## src/rtl/tcc_pkg.sv

```systemverilog
`timescale 1ns/1ps
package tcc_pkg;

   typedef logic [2:0] io_code_t;

   typedef enum logic [1:0] {
      ACT_NONE   = 2'd0,
      ACT_LOW    = 2'd1,
      ACT_HIGH   = 2'd2,
      ACT_TOGGLE = 2'd3
   } cmp_act_t;

   typedef struct packed {
      logic     capture;
      logic     on_rise;
      logic     on_fall;
      cmp_act_t act;
   } gr_mode_t;

   localparam int unsigned CTL_ADDR  = 0;
   localparam int unsigned CNT_ADDR  = 1;
   localparam int unsigned GRA_ADDR  = 2;
   localparam int unsigned FLAG_ADDR = 4;
   localparam int unsigned FIELD_STRIDE = 4;
   localparam int unsigned FIELD_W = 3;

   // Decode a 3-bit mode code; 011 decodes to toggle here, the special
   // channel variant is chosen later by a generate block.
   function automatic gr_mode_t decode_code(input io_code_t c);
      gr_mode_t m;
      m.capture = c[2];
      m.on_rise = c[2] & (c[1] | ~c[0]);
      m.on_fall = c[2] & (c[1] |  c[0]);
      if (c[2]) m.act = ACT_NONE;
      else begin
         case (c[1:0])
            2'b00:   m.act = ACT_NONE;
            2'b01:   m.act = ACT_LOW;
            2'b10:   m.act = ACT_HIGH;
            default: m.act = ACT_TOGGLE;
         endcase
      end
      return m;
   endfunction

endpackage

```

## src/rtl/tcc_edge_sync.sv

```systemverilog
`timescale 1ns/1ps
module tcc_edge_sync #(
   parameter int unsigned STAGES = 2
)(
   input  logic clk,
   input  logic rst_n,
   input  logic pin,
   output logic rise,
   output logic fall
);
   if (STAGES < 2) begin : g_bad_stages
      $error("tcc_edge_sync: STAGES must be at least 2");
   end

   // sh_q[STAGES-1] is the synchronised sample, sh_q[STAGES] the one before
   logic [STAGES:0] sh_q;

   always_ff @(posedge clk or negedge rst_n) begin
      if (!rst_n) sh_q <= '0;
      else        sh_q <= {sh_q[STAGES-1:0], pin};
   end

   assign rise =  sh_q[STAGES-1] & ~sh_q[STAGES];
   assign fall = ~sh_q[STAGES-1] &  sh_q[STAGES];
endmodule

```

## src/rtl/tcc_gen_reg.sv

```systemverilog
`timescale 1ns/1ps
module tcc_gen_reg
   import tcc_pkg::*;
#(
   parameter int unsigned CNT_W   = 16,
   parameter bit          SPECIAL = 1'b0
)(
   input  logic             clk,
   input  logic             rst_n,
   input  io_code_t         code,
   input  logic [CNT_W-1:0] cnt,
   input  logic             sw_wr,
   input  logic [CNT_W-1:0] sw_data,
   input  logic             flag_clr,
   input  logic             rise,
   input  logic             fall,
   output logic [CNT_W-1:0] value,
   output logic             pin,
   output logic             flag,
   output logic             match,
   output logic             cap_ev
);
   gr_mode_t mode_raw;
   cmp_act_t act;
   logic [CNT_W-1:0] val_q;
   logic             pin_q;
   logic             flag_q;

   assign mode_raw = decode_code(code);

   if (SPECIAL) begin : g_special
      assign act = (mode_raw.act == ACT_TOGGLE) ? ACT_HIGH : mode_raw.act;
   end else begin : g_normal
      assign act = mode_raw.act;
   end

   assign match  = !mode_raw.capture && (cnt == val_q);
   assign cap_ev = (mode_raw.on_rise & rise) | (mode_raw.on_fall & fall);

   always_ff @(posedge clk or negedge rst_n) begin
      if (!rst_n)      val_q <= '1;
      else if (cap_ev) val_q <= cnt;
      else if (sw_wr)  val_q <= sw_data;
   end

   always_ff @(posedge clk or negedge rst_n) begin
      if (!rst_n) pin_q <= 1'b0;
      else if (match) begin
         case (act)
            ACT_LOW:    pin_q <= 1'b0;
            ACT_HIGH:   pin_q <= 1'b1;
            ACT_TOGGLE: pin_q <= ~pin_q;
            default:    pin_q <= pin_q;
         endcase
      end
   end

   always_ff @(posedge clk or negedge rst_n) begin
      if (!rst_n)                flag_q <= 1'b0;
      else if (match || cap_ev)  flag_q <= 1'b1;
      else if (flag_clr)         flag_q <= 1'b0;
   end

   assign value = val_q;
   assign pin   = pin_q;
   assign flag  = flag_q;
endmodule

```

## src/rtl/tcc_channel.sv

```systemverilog
`timescale 1ns/1ps
module tcc_channel
   import tcc_pkg::*;
#(
   parameter int unsigned CNT_W       = 16,
   parameter int unsigned ADDR_W      = 3,
   parameter int unsigned SYNC_STAGES = 2,
   parameter bit          SPECIAL_CH  = 1'b0
)(
   input  logic              clk,
   input  logic              rst_n,
   input  logic              bus_wr,
   input  logic [ADDR_W-1:0] bus_addr,
   input  logic [CNT_W-1:0]  bus_wdata,
   output logic [CNT_W-1:0]  bus_rdata,
   input  logic [1:0]        pin_in,
   output logic [1:0]        pin_out
);
   localparam int unsigned NUM_GR = 2;
   localparam int unsigned CTL_W  = FIELD_STRIDE * NUM_GR;

   if (CNT_W < CTL_W) begin : g_bad_width
      $error("tcc_channel: CNT_W must hold the control register");
   end
   if (ADDR_W < 3) begin : g_bad_addr
      $error("tcc_channel: ADDR_W must be at least 3");
   end

   logic [CNT_W-1:0]              cnt_q;
   logic [NUM_GR-1:0][2:0]        code_q;
   logic [NUM_GR-1:0][CNT_W-1:0]  gval;
   logic [NUM_GR-1:0]             flag, match, cap_ev, rise, fall;
   logic [NUM_GR-1:0]             sw_wr, flag_clr;
   logic [CTL_W-1:0]              ctl_view;
   logic                          ctl_wr, flag_wr;

   always_ff @(posedge clk or negedge rst_n) begin
      if (!rst_n) cnt_q <= '0;
      else        cnt_q <= cnt_q + 1'b1;
   end

   assign ctl_wr  = bus_wr && (bus_addr == ADDR_W'(CTL_ADDR));
   assign flag_wr = bus_wr && (bus_addr == ADDR_W'(FLAG_ADDR));

   for (genvar gi = 0; gi < NUM_GR; gi++) begin : g_gr
      always_ff @(posedge clk or negedge rst_n) begin
         if (!rst_n)      code_q[gi] <= '0;
         else if (ctl_wr) code_q[gi] <= bus_wdata[FIELD_STRIDE*gi +: FIELD_W];
      end

      assign sw_wr[gi]    = bus_wr && (bus_addr == ADDR_W'(GRA_ADDR + gi));
      assign flag_clr[gi] = flag_wr && !bus_wdata[gi];
      assign ctl_view[FIELD_STRIDE*gi +: FIELD_STRIDE] = {1'b1, code_q[gi]};

      tcc_edge_sync #(.STAGES(SYNC_STAGES)) u_sync (
         .clk  (clk),
         .rst_n(rst_n),
         .pin  (pin_in[gi]),
         .rise (rise[gi]),
         .fall (fall[gi])
      );

      tcc_gen_reg #(.CNT_W(CNT_W), .SPECIAL(SPECIAL_CH)) u_reg (
         .clk     (clk),
         .rst_n   (rst_n),
         .code    (code_q[gi]),
         .cnt     (cnt_q),
         .sw_wr   (sw_wr[gi]),
         .sw_data (bus_wdata),
         .flag_clr(flag_clr[gi]),
         .rise    (rise[gi]),
         .fall    (fall[gi]),
         .value   (gval[gi]),
         .pin     (pin_out[gi]),
         .flag    (flag[gi]),
         .match   (match[gi]),
         .cap_ev  (cap_ev[gi])
      );
   end

   always_comb begin
      bus_rdata = '0;
      case (bus_addr)
         ADDR_W'(CTL_ADDR):     bus_rdata = CNT_W'(ctl_view);
         ADDR_W'(CNT_ADDR):     bus_rdata = cnt_q;
         ADDR_W'(GRA_ADDR):     bus_rdata = gval[0];
         ADDR_W'(GRA_ADDR + 1): bus_rdata = gval[1];
         ADDR_W'(FLAG_ADDR):    bus_rdata = CNT_W'(flag);
         default:               bus_rdata = '0;
      endcase
   end
endmodule

```

## config.mk

```make
export PLATFORM = sky130hd
export DESIGN_NAME = tcc_channel
export DESIGN_NICKNAME = d
export VERILOG_FILES = /design/src/rtl/tcc_pkg.sv /design/src/rtl/tcc_edge_sync.sv /design/src/rtl/tcc_gen_reg.sv /design/src/rtl/tcc_channel.sv
export SDC_FILE = /design/constraint.sdc
export NUM_CORES = 1
export LEC_CHECK = 0
export ABC_AREA = 1
export BUFFER_PORTS_ARGS = -buffer_cell sky130_fd_sc_hd__buf_2
export CORE_ASPECT_RATIO = 0.7
export CORE_MARGIN = 2
export CORE_UTILIZATION = 60
export CTS_CLUSTER_DIAMETER = 50
export DETAILED_ROUTE_END_ITERATION = 7
export GPL_ROUTABILITY_DRIVEN = 0
export GPL_TIMING_DRIVEN = 1
export PLACE_DENSITY = 0.87
export SLEW_MARGIN = 20
export SYNTH_ARGS = -nofsm -noshare
export SYNTH_HDL_FRONTEND = slang
export SYNTH_SLANG_ARGS = --single-unit
export TNS_END_PERCENT = 5
```

## constraint.sdc

```tcl
create_clock -name clk -period 2.2 [get_ports clk]
set_input_delay 0.22 -clock clk [delete_from_list [all_inputs] [get_ports clk]]
set_output_delay 0.22 -clock clk [all_outputs]
set_load 0.03 [all_outputs]
```

==> results.tsv <==
stage	metric	value	unit
critical_path	required	1980	ps
drt	postRouteAntennaNets	0	
grt	grt_pass1_wl	18100	um
synth	synth_area_per_cell	8.04	um^2
clock_tree	clockBufferDepth	2	
synth	synthDominantCellAreaShare	0.219	
synth	synth-seq-cells	64	
grt	grt_pass1_vias	3562	
critical_path	cp_cell_sequence	inv_1 -> o22ai_1 -> a21oi_1 -> o21ai_0 -> buf_2	
critical_path	worst_setup_path_start_kind	flip-flop	
drt	wirelength	11300	um
synth	synth.most_common_cell	nand2_1	
critical_path	worstSetupPathType	flip-flop to primary output	
clock_tree	cts_hold_buf	3	
critical_path	worstPathMaxFanout	11	
placement	dp.cells	585	
placement	port-buffer-count	41	
synth	syn_area	3840	um^2
timing	layout_min_cycle_time	2000	ps
drt	dr.pass1.iters	6	
timing	hold_viol	0	
floorplanning	die_y	71.0	um
clock_tree	cts_num_sinks	64	
layout	antenna_cells	0	
synth	synth_edf_count	0	
clock_tree	cts_resized	0	
timing	finClkSkew	12.1	ps
layout	fin_nets	546	
clock_tree	h-tree-depth	3	
power_and_ir_drop	peakVddDrop	0.399	mV
power_and_ir_drop	p_leak	0.00188	uW
placement	hpwlAfterDp	7910	um
grt	grt_max_degree	40	
timing	fmax	0.501	GHz
grt	antenna_found_initial	0	
timing	rsz0062_at_grt	no	
floorplanning	dieArea	7070	um^2
synth	synth_common_cells	118 x nand2_1, 53 x inv_1, 51 x nand3_1	
synth	synth_nets	503	
layout	drive_above_1_share	0.255	
synth	async_flop_share	1.00	
floorplanning	start_util	0.618	
timing	fin_setup_tns	0	ps
synth	synth.distinct_cells	36	
clock_tree	clk_pin_slew_worst_paths	80	ps
floorplanning	fp.coreArea	6220	um^2
synth	synth_warnings	0	
grt	overflow	0	
power_and_ir_drop	power	3070	uW
timing	finalSetupViolCount	0	
grt	grt_use_total	0.336	
outcome	status	finished clean	
min_path	hp-class	primary input to flip-flop	
synth	synthTopCellsByArea	dfstp_2 22%, dfrtp_1 21%, nand2_1 12%	
drt	drtIter0Drc	477	
timing	relSlewSlack	0.588	
floorplanning	core.rowCount	24	
drt	via_count	3740	
critical_path	cpMaxStageDelayCell	dfrtp_1	
synth	synth_top_flop_cell	dfstp_2	
clock_tree	cts_tree	done	
clock_tree	root_buffer	clkbuf_8	
timing	slew_violations	0	
timing	tightest_slew	618	ps
critical_path	slowest_delay	560	ps
critical_path	crit_path_end_kind	primary output	
drt	via_per_inst	6.19	
job	cap_violations	0	
floorplanning	ios	42	
drt	drc_errors	0	
clock_tree	cts_setup_buffers	0	
floorplanning	die_w	99.7	um
drt	routedWlPerCell	18.6	um
layout	syn2layout_area_growth	11.4	%
synth	yosysTopAreaCell	dfstp_2	
layout	stdcell_count	604	
power_and_ir_drop	power_density	717	nW/um^2
timing	period_share	0.908	
clock_tree	clock_latency	360	ps
synth	ys_seq_area_frac	0.427	
synth	postSynthCellCount	478	
critical_path	crit_arrival	1780	ps
clock_tree	cts_buffers	9	
-- sequential cells by signal, indices dropped and copies added, names as in the netlist --
register          cells
g_gr.u_reg.value     32
code_q                6
g_gr.u_reg.pin        2
g_gr.u_reg.flag       2
g_gr.u_sync.sh_q      6
cnt_q                16
-- layer usage --
layer / routed length [um] / global-route usage / part of all wire / vias to the layer above
met5: 0 / 0 / 0 / -
met4: 248 / 0.126 / 0.022 / 0
met3: 1610 / 0.109 / 0.14 / 33
met2: 4850 / 0.487 / 0.43 / 268
met1: 4550 / 0.473 / 0.40 / 1755
li1: - / - / - / 1684
-- logic make-up (layout without fill, tap and decap cells) --
logic type	Yosys count	count (layout)	synth area share
AO/OA/AOI/OAI	82	82	0.156
XOR/XNOR	16	16	0.0365
adder cells (fa/ha/maj)	1	1	0.00325
buffers and inverters	83	131	0.0934
flip-flops	64	64	0.427
multiplexers	1	1	0.00293
AND/OR/NAND/NOR	231	231	0.281
-- power by group --
part / internal (uW) / total [uW] / switching (uW)
logic: 234 / 745 / 510
registers: 1360 / 1460 / 98.0
clock network: 399 / 871 / 471
total: 1990 / 3070 / 1080
-- per-stage QoR --
| stage | hold WS, ps | cell area, um^2 | util | setup WS (ps) |
|---|---|---|---|---|
| 6_report | 129 | 4280 | 0.689 | 203 |
| 5_1_grt | 133 | 4280 | 0.689 | 140 |
| 4_1_cts | 127 | 4280 | 0.689 | 254 |
| 3_5_place_dp | 264 | 4100 | 0.659 | 461 |
| 3_3_place_gp | 257 | 4100 | 0.659 | 546 |
| 2_1_floorplan | -75.6 | 3840 | - | 723 |
-- cell type report --
class | count | area (um^2)
clock buffers | 11 | 131
clock inverters | 5 | 25.0
fillers | 481 | 1930
inverters | 63 | 236
multi-input cells | 331 | 1840
flip-flops and latches | 64 | 1640
well taps | 78 | 97.6
repair buffers | 52 | 308
-- layout by cell type (no fill, tap or decap), types with 2 or more instances in the layout --
cell type and instances:
nand2_1 118, inv_1 53, nand3_1 51, buf_2 41, dfrtp_1 32, dfstp_2 32
nor2_1 24, o211ai_1 23, a21oi_1 16, o21ai_0 14, nand4_1 13, xor2_1 12
o211ai_2 11, inv_2 10, o221ai_1 10, clkbuf_8 9, buf_4 7, nor3_1 5
clkinv_2 5, nand3_2 4, nand2_2 4, o22ai_1 4, xnor2_1 4, nor2_2 3
dlygate4sd3_1 3, nor3_2 2, o21ai_1 2, a221oi_1 2, nand3b_1 2, clkbuf_1 2
-- critical path: cells and delay by family, from the launching register on --
kind / cells / cell delay (ps)
buffers and inverters: 2 / 430
flip-flops: 1 / 560
AO/OA/AOI/OAI: 3 / 430
-- final timing paths --
| kind | startpoint | end | slack, ps | cells after the start |
|---|---|---|---|---|
| max | cnt_q[5]$_DFF_PN0_ | bus_rdata[5] | 200 | 5 |
| min | bus_wdata[11] | g_gr[0].u_reg.value[11]$_DFFE_PN1P_ | 130 | 3 |
| max reg2reg | cnt_q[5]$_DFF_PN0_ | g_gr[1].u_reg.pin$_DFFE_PN0P_ | 490 | 9 |
| min reg2reg | g_gr[0].u_sync.sh_q[0]$_DFF_PN0_ | g_gr[0].u_sync.sh_q[1]$_DFF_PN0_ | 350 | 0 |
| max in group asynchronous | rst_n | g_gr[1].u_reg.value[8]$_DFFE_PN1P_ | 1080 | 3 |
| min in group asynchronous | rst_n | code_q[5]$_DFFE_PN0P_ | 410 | 2 |
No activity file was read; power rests on OpenSTA's default activity.
